===== src/rtl/exc_pkg.sv =====
package exc_pkg;
  localparam int unsigned EVT_W      = 16;
  localparam int unsigned NOCOPY_IDX = 0;
  localparam int unsigned WSS_IDX    = 13;
  localparam int unsigned CC_IDX     = 14;
  localparam int unsigned RESYNC_IDX = 15;
endpackage


===== src/rtl/exc_evt_qual.sv =====
module exc_evt_qual #(
  parameter int unsigned W        = 16,
  parameter int unsigned GATE_IDX = 0
) (
  input  logic [W-1:0] evt_i,
  input  logic         gate_en_i,
  output logic [W-1:0] evt_o
);
  for (genvar g = 0; g < W; g++) begin : g_bit
    if (g == GATE_IDX) begin : g_gated
      assign evt_o[g] = evt_i[g] & gate_en_i;
    end else begin : g_pass
      assign evt_o[g] = evt_i[g];
    end
  end
endmodule


===== src/rtl/exc_stat_reg.sv =====
module exc_stat_reg #(
  parameter int unsigned W = 16
) (
  input  logic         clk_i,
  input  logic         rst_ni,
  input  logic [W-1:0] set_i,
  input  logic         clr_i,
  output logic [W-1:0] stat_o
);
  for (genvar g = 0; g < W; g++) begin : g_bit
    logic q;
    // set wins over clear so a coincident event survives the read
    always_ff @(posedge clk_i or negedge rst_ni) begin
      if (!rst_ni)       q <= 1'b0;
      else if (set_i[g]) q <= 1'b1;
      else if (clr_i)    q <= 1'b0;
    end
    assign stat_o[g] = q;
  end
endmodule


===== src/rtl/exc_mask_reg.sv =====
module exc_mask_reg #(
  parameter int unsigned W = 16
) (
  input  logic         clk_i,
  input  logic         rst_ni,
  input  logic         we_i,
  input  logic [W-1:0] wdata_i,
  output logic [W-1:0] mask_o
);
  localparam logic [W-1:0] RST_VAL = '1;
  logic [W-1:0] mask_q;
  always_ff @(posedge clk_i or negedge rst_ni) begin
    if (!rst_ni)   mask_q <= RST_VAL;
    else if (we_i) mask_q <= wdata_i;
  end
  assign mask_o = mask_q;
endmodule


===== src/rtl/exc_irq_gen.sv =====
module exc_irq_gen #(
  parameter int unsigned W = 16
) (
  input  logic [W-1:0] stat_i,
  input  logic [W-1:0] mask_i,
  output logic         irq_no
);
  logic [W-1:0] live;
  assign live   = stat_i & ~mask_i;
  assign irq_no = ~(|live);
endmodule


===== src/rtl/exc_irq_ctrl.sv =====
module exc_irq_ctrl
  import exc_pkg::*;
#(
  parameter int unsigned W        = EVT_W,
  parameter int unsigned GATE_IDX = NOCOPY_IDX
) (
  input  logic         clk_i,
  input  logic         rst_ni,
  input  logic [W-1:0] evt_i,
  input  logic         wss_cap_en_i,
  input  logic         mask_we_i,
  input  logic [W-1:0] mask_wdata_i,
  input  logic         stat_rd_i,
  output logic [W-1:0] stat_o,
  output logic         irq_no
);
  logic [W-1:0] evt_q;
  logic [W-1:0] mask_q;

  exc_evt_qual #(.W(W), .GATE_IDX(GATE_IDX)) u_qual (
    .evt_i(evt_i), .gate_en_i(wss_cap_en_i), .evt_o(evt_q)
  );

  exc_stat_reg #(.W(W)) u_stat (
    .clk_i(clk_i), .rst_ni(rst_ni), .set_i(evt_q), .clr_i(stat_rd_i), .stat_o(stat_o)
  );

  exc_mask_reg #(.W(W)) u_mask (
    .clk_i(clk_i), .rst_ni(rst_ni), .we_i(mask_we_i), .wdata_i(mask_wdata_i), .mask_o(mask_q)
  );

  exc_irq_gen #(.W(W)) u_irq (
    .stat_i(stat_o), .mask_i(mask_q), .irq_no(irq_no)
  );
endmodule


===== config.mk =====
export PLATFORM = sky130hd
export DESIGN_NAME = exc_irq_ctrl
export DESIGN_NICKNAME = d
export VERILOG_FILES = /design/src/rtl/exc_pkg.sv /design/src/rtl/exc_evt_qual.sv /design/src/rtl/exc_stat_reg.sv /design/src/rtl/exc_mask_reg.sv /design/src/rtl/exc_irq_gen.sv /design/src/rtl/exc_irq_ctrl.sv
export SDC_FILE = /design/constraint.sdc
export NUM_CORES = 1
export LEC_CHECK = 0
export BUFFER_PORTS_ARGS = -buffer_cell sky130_fd_sc_hd__buf_2
export CAP_MARGIN = 40
export CORE_MARGIN = 3
export CORE_UTILIZATION = 49
export DETAILED_ROUTE_END_ITERATION = 6
export PLACE_DENSITY = 0.78
export SYNTH_ARGS = -nofsm -noshare
export SYNTH_HDL_FRONTEND = slang
export SYNTH_HIERARCHICAL = 1
export SYNTH_SLANG_ARGS = --single-unit

===== constraint.sdc =====
create_clock -name clk_i -period 1.19 [get_ports clk_i]
set_input_delay 0.0595 -clock clk_i [delete_from_list [all_inputs] [get_ports clk_i]]
set_output_delay 0.0595 -clock clk_i [all_outputs]
set_load 0.02 [all_outputs]

==> key figures, run 1 <==
Status
  – Status: finished with violations
  – Failing checks: setup timing

Power and ir drop
  – Pwr Density: 1140 mW/mm²
  – Total power: between 2 and 2.5 mW
  – Lkg Pwr: 1.04 nW
  – VDD IR max: 0.000658 V

Flow run
  – Total of max-cap violations: 0

Synthesis
  – #FFs+latches synth: 32
  – YS warnings: 6
  – Synth top area cells: dfstp_2 (26%), dfrtp_1 (25%), buf_4 (15%)
  – Top cells by count, synth: buf_4 (31), dfrtp_1 (16), dfstp_2 (16)
  – Synth Flop Type: dfstp_2
  – Mapped cell area: ~0.0016 mm²
  – Mean Syn Cell Area: 13.1 µm²
  – Sequential fraction of the synthesis area: 51.7%
  – Synth Instances: between 100 and 150
  – Async S/R FF share, synth: 100%
  – Synth area leader: dfstp_2
  – Cell variety after synth: 15
  – Syn nets: approximately 160
  – Count leader, synth: buf_4
  – EDFF count, synth: 0
  – Synth top area share: 26.5%

Detailed routing
  – Via density: 4.53
  – Vias post-DR: 1038
  – DRC: 0
  – Wire per inst: 13.7 µm
  – First drt pass iteration count: 3
  – Total Wirelength: 3140 µm
  – Initial DRC Count: 7
  – Detail Route Antenna Nets: 0

Timing
  – Normalized max-slew margin: between 60% and 70%
  – Setup ws final: -0.450 ns
  – Fmax achieved: about 610 MHz
  – Clk_skew: 0 ns
  – Fin crit period: between 1.5 and 2 ns
  – Final period util: 138%
  – Slew Limit Fails: 0
  – RSZ-0062 raised after global routing: yes
  – Final hold vios: 0
  – Worst-margin pin slew: 0.472 ns
  – Smallest hold slack: 0.0170 ns
  – Final setup fails: 1

Global routing
  – GRT Util Overall: 17.5%
  – Largest net degree at the start of global routing: 18
  – Number of global-route vias before repair: 1116
  – Initial antenna violation count: 0
  – First-pass GRT wire length: 5230 µm
  – Total grt overflow: 0

Floorplan
  – Std-Cell Core Area: 0.00308 mm²
  – Rows: 20
  – Initial core utilization: 51.6%
  – Ports: 54
  – Die Y: about 63 µm
  – Die ar.: 0.00396 mm²
  – Die X: ~63 µm

Place
  – HPWL after DPL: 2030 µm
  – Pre-CTS setup slack: -0.118 ns
  – Dpl cell area: 0.00172 mm²
  – I/O Buffers: 53
  – Placer congestion estimate: between 0.6 and 0.7

Setup path
  – Crit end category: output pin
  – Crit path launch type: flip-flop
  – Req. time, crit path: 1.13 ns
  – WS Path Type: reg -> out
  – WP data arrival: around 1.6 ns
  – CP max FO: 2

Layout
  – NumNets Final: 221
  – Design area: 0.00215 mm²
  – Fillcell total: 239
  – Layout cell share with drive strength beyond 1: between 60% and 70%
  – Area grow syn2layout: 35.5%
  – # diodes: 0
  – Post-Route Utilization: 70.0%

Clocking
  – Clk sinks: 32
  – CTS tree: done
  – Clk_lat worst skew: 0.33 ns
  – Clock Root Buffer: clkbuf_4
  – Max H-tree Level: 2
  – Clock transition at path regs: 0.09 ns
  – Number of buffers created by CTS: 5
  – Clk buf depth: 2

Hold path
  – HP Class: in -> reg
==> power by group <==
group          total (mW)  leakage (nW)  internal, mW  switching, mW
Sequential           1.29         0.342          1.22         0.0667
Combinational       0.519         0.668         0.308          0.211
Clock               0.641        0.0326         0.291          0.350
Total                2.45          1.04          1.82          0.628
==> timing repair <==
| action | in CTS | in global routing |
|---|---|---|
| pin swaps | 0 | 2 |
| endpoints found under the setup margin | 1 | 1 |
| endpoints found under the hold margin | 54 | 0 |
| setup buffers | 1 | 0 |
| hold buffers | 32 | 0 |
| cloned | 0 | 0 |
| gates resized for setup | 2 | 5 |
==> routing by layer <==
metal	vias to the layer above	wire length, µm	track usage, %
met5	-	0	0
met4	0	49	6.61
met3	6	178	7.19
met2	34	1610	29.0
met1	495	1300	20.1
li1	503	-	-
==> registers in the layout (all words and copies together), names as in the netlist <==
| signal | count |
|---|---|
| u_mask/mask_o | 16 |
| u_stat/g_bit.q | 16 |
==> cell families after synthesis <==
family                 Yosys count  synth area share [%]
DFF                             32                  51.7
buffers and inverters           39                  18.5
muxes                           16                  13.7
and+or+nand+nor                 14                  5.91
AOI/OAI and AO/OA               20                  10.2
==> per-stage QoR <==
stage | std cells | setup TNS [ns]
after floorplan | 121 | -0.0371
after global placement | 188 | -0.113
after detailed placement | 188 | -0.118
after CTS | 229 | -0.470
after global routing | 229 | -0.558
final | 229 | -0.450
==> cells in the final DEF, fill, tap and decap left out, drive strengths merged, types with 4 or more instances in the layout <==
master,Yosys,routed
mux2,16,16
o2111ai,4,4
dlygate4sd3,0,32
inv,5,5
buf,34,58
clkbuf,0,8
nand2b,12,12
dfrtp,16,16
dfstp,16,16
a21o,16,16
==> worst paths after layout <==
| check | from | endpoint | slack (ns) | cells past startpoint |
|---|---|---|---|---|
| max in group asynchronous | rst_ni | u_mask/mask_o[8]$_DFFE_PN1P_ | 0.52 | 3 |
| max reg2reg | u_stat/g_bit[7].q$_DFFE_PN0P_ | u_stat/g_bit[7].q$_DFFE_PN0P_ | 0.36 | 2 |
| min in group asynchronous | rst_ni | u_stat/g_bit[3].q$_DFFE_PN0P_ | 0.17 | 2 |
| min | wss_cap_en_i | u_stat/g_bit[0].q$_DFFE_PN0P_ | 0.02 | 3 |
| max | u_mask/mask_o[15]$_DFFE_PN1P_ | irq_no | -0.45 | 4 |
| min reg2reg | u_stat/g_bit[1].q$_DFFE_PN0P_ | u_stat/g_bit[1].q$_DFFE_PN0P_ | 0.52 | 1 |
==> layout make-up <==
type / instances / area, µm² / area share, %
Sequential cell: 32 / 821 / 38.1
Timing Repair Buffer: 90 / 638 / 29.6
Multi-Input combinational cell: 50 / 562 / 26.1
Clock buffer: 8 / 58.8 / 2.73
Tap cell: 44 / 55.1 / 2.56
Inverter: 5 / 18.8 / 0.872
==> critical path: stages (launching register included) <==
cell and delay [ns]:
dfstp_2 0.53, nand2b_1 0.13, o2111ai_2 0.15, nor4_4 0.26, buf_4 0.18
Note: power is estimated with default switching activity, not from simulation.
==> run 2: changes to the inputs <==
==> constraint.sdc (replaced) <==
create_clock -name clk_i -period 1.81 [get_ports clk_i]
set_input_delay 0.362 -clock clk_i [delete_from_list [all_inputs] [get_ports clk_i]]
set_output_delay 0.362 -clock clk_i [all_outputs]
set_load 0.02 [all_outputs]
==> key figures, run 2 (synthesis results as in run 1) <==
Clocking
  – Post-CTS Setup Bufs: 0 (-1)
  – Clk buf depth: 2 (unchanged)
  – Clk_lat worst skew: 0.32 ns (about the same)
  – Clk sinks: 32 (unchanged)
  – Clock Root Buffer: clkbuf_4
  – CTS tree: done
  – Clock transition at path regs: 0.08 ns (about the same)
  – Number of buffers created by CTS: 5 (unchanged)
  – Max H-tree Level: 2 (unchanged)
  – Post-CTS Hold Fix Bufs: 0 (-100%)

Place
  – I/O Buffers: 53 (unchanged)
  – Pre-CTS setup slack: 0.186 ns (+0.304 ns)
  – HPWL after DPL: 1980 µm (-2.4%)
  – Dpl cells: 184 (-2.1%)
  – Dpl cell area: 0.00163 mm² (-4.9%)
  – Placer congestion estimate: 0.701 (+6.4%)

Floorplan
  – Die ar.: 0.00396 mm² (unchanged)
  – Ports: 54 (unchanged)
  – Std-Cell Core Area: 0.00308 mm² (unchanged)
  – Rows: 20 (unchanged)
  – Die X: 62.9 µm (unchanged)
  – Die Y: 62.9 µm (unchanged)
  – Initial core utilization: 51.6% (unchanged)

Hold path
  – HP Class: in -> async

Timing
  – Fin crit period: around 2 ns
  – RSZ-0062 raised after global routing: yes
  – Fmax achieved: 511 MHz
  – Slew Limit Fails: 0 (unchanged)
  – Clk_skew: 0 ns (unchanged)
  – Final hold vios: 0 (unchanged)
  – Worst-margin pin slew: 0.682 ns (+0.210 ns)
  – Normalized max-slew margin: 54.6% (-14 points)
  – Smallest hold slack: 0.0749 ns (+0.0579 ns)
  – Setup TNS: -0.148 ns (+0.302 ns)
  – Final period util: 108%
  – Final setup fails: 1 (unchanged)
  – Setup ws final: -0.148 ns (+0.302 ns)

Global routing
  – Initial antenna violation count: 0 (unchanged)
  – First-pass GRT wire length: 4470 µm (-15%)
  – Largest net degree at the start of global routing: 33 (+15)
  – GRT Util Overall: 15.0% (-2.5 points)
  – Total grt overflow: 0 (unchanged)
  – Number of global-route vias before repair: 1007 (-9.8%)

Setup path
  – CP max FO: 2 (unchanged)
  – Flop-to-flop setup slack: 1.05 ns (+0.69 ns)
  – Crit-path max cell delay: 0.54 ns (about the same)
  – WS Path Type: reg -> out
  – Req. time, crit path: 1.45 ns (+0.32 ns)
  – Origin of the critical flop-to-flop path: u_mask/mask_o[5]$_DFFE_PN1P_
  – Crit-path cells: nand2b_4, o2111ai_4, nor4_2, buf_4
  – Worst reg2reg path depth: 1 (-1)
  – CP max stage cell: dfstp_2
  – Crit path launch type: flip-flop
  – WP data arrival: 1.60 ns (+0.02 ns)
  – Crit end category: output pin
  – FF-to-FF End: u_mask/mask_o[5]$_DFFE_PN1P_

Layout
  – Final Non-Filler Cells: 192 (-16%)
  – Commonest non-fill, non-tap cell in the layout: buf_2
  – Area grow syn2layout: 9.21%
  – NumNets Final: 184 (-17%)
  – Layout cell share with drive strength beyond 1: 69.6% (+9.1 points)
  – # diodes: 0 (unchanged)
  – Fillcell total: 275 (+15%)
  – Design area: 0.00174 mm² (-19%)
  – Commonest cells after routing, fill and taps aside: buf_2 (52), dfstp_2 (16), dfrtp_1 (16), mux2_4 (10), a21o_1 (10)
  – Post-Route Utilization: 56.4% (-14 points)

Detailed routing
  – Vias post-DR: 918 (-12%)
  – Detail Route Antenna Nets: 0 (unchanged)
  – First drt pass iteration count: 2 (-1)
  – Total Wirelength: 2680 µm (-14%)
  – DRC: 0 (unchanged)
  – Initial DRC Count: 18 (+11)
  – Via density: 4.78 (+5.5%)
  – Wire per inst: 14.0 µm (+2.0%)

Status
  – Status: finished with violations
  – Failing checks: setup timing

Power and ir drop
  – Lkg Pwr: 0.859 nW (-18%)
  – Total power: 1.50 mW (-39%)
  – Pwr Density: 865 mW/mm² (-24%)
  – VDD IR max: 0.000390 V (-41%)

Flow run
  – Total of max-cap violations: 0 (unchanged)
-- run 2: critical path: cells and delay by family (launching register included) --
family / cells / cell delay [ns]
AOI/OAI and AO/OA: 1 / 0.11
buffers and inverters: 1 / 0.19
DFF: 1 / 0.54
and+or+nand+nor: 2 / 0.43
-- run 2: final cells by class --
type	instances	area, µm²	share of cell area (%)
inverters	5	18.8	1.08
multi-input cells	50	514	29.6
repair buffers	53	268	15.4
well taps	44	55.1	3.17
clock buffers	8	58.8	3.39
flip-flops and latches	32	821	47.3
-- run 2: where the power goes --
| group | switching (mW) | total [mW] | internal, mW |
|---|---|---|---|
| Clock | 0.217 | 0.408 | 0.191 |
| Sequential | 0.0399 | 0.842 | 0.802 |
| Combinational | 0.115 | 0.251 | 0.136 |
-- run 2: worst max-delay path by stage --
stage / startpoint / end / slack (ns)
4_1_cts: u_mask/mask_o[12]$_DFFE_PN1P_ / irq_no / -0.19
3_3_place_gp: u_mask/mask_o[6]$_DFFE_PN1P_ / irq_no / 0.21
3_5_place_dp: u_mask/mask_o[12]$_DFFE_PN1P_ / irq_no / 0.19
5_1_grt: u_mask/mask_o[8]$_DFFE_PN1P_ / irq_no / -0.24
6_report: u_mask/mask_o[8]$_DFFE_PN1P_ / irq_no / -0.15
2_1_floorplan: u_mask/mask_o[6]$_DFFE_PN1P_ / irq_no / 0.21
-- run 2: timing repair --
| item | 4_1_cts | 5_1_grt |
|---|---|---|
| resized for setup | 0 | 6 |
| gates cloned | 0 | 0 |
| hold endpoints to repair | 0 | 0 |
| pin swaps | 0 | 2 |
| endpoints found under the setup margin | 1 | 1 |
-- run 2: per-layer routing --
metal	global-route usage (%)	routed length, µm
met1	16.3	1030
met2	23.8	1360
met3	8.27	241
met4	6.61	53
met5	0	0
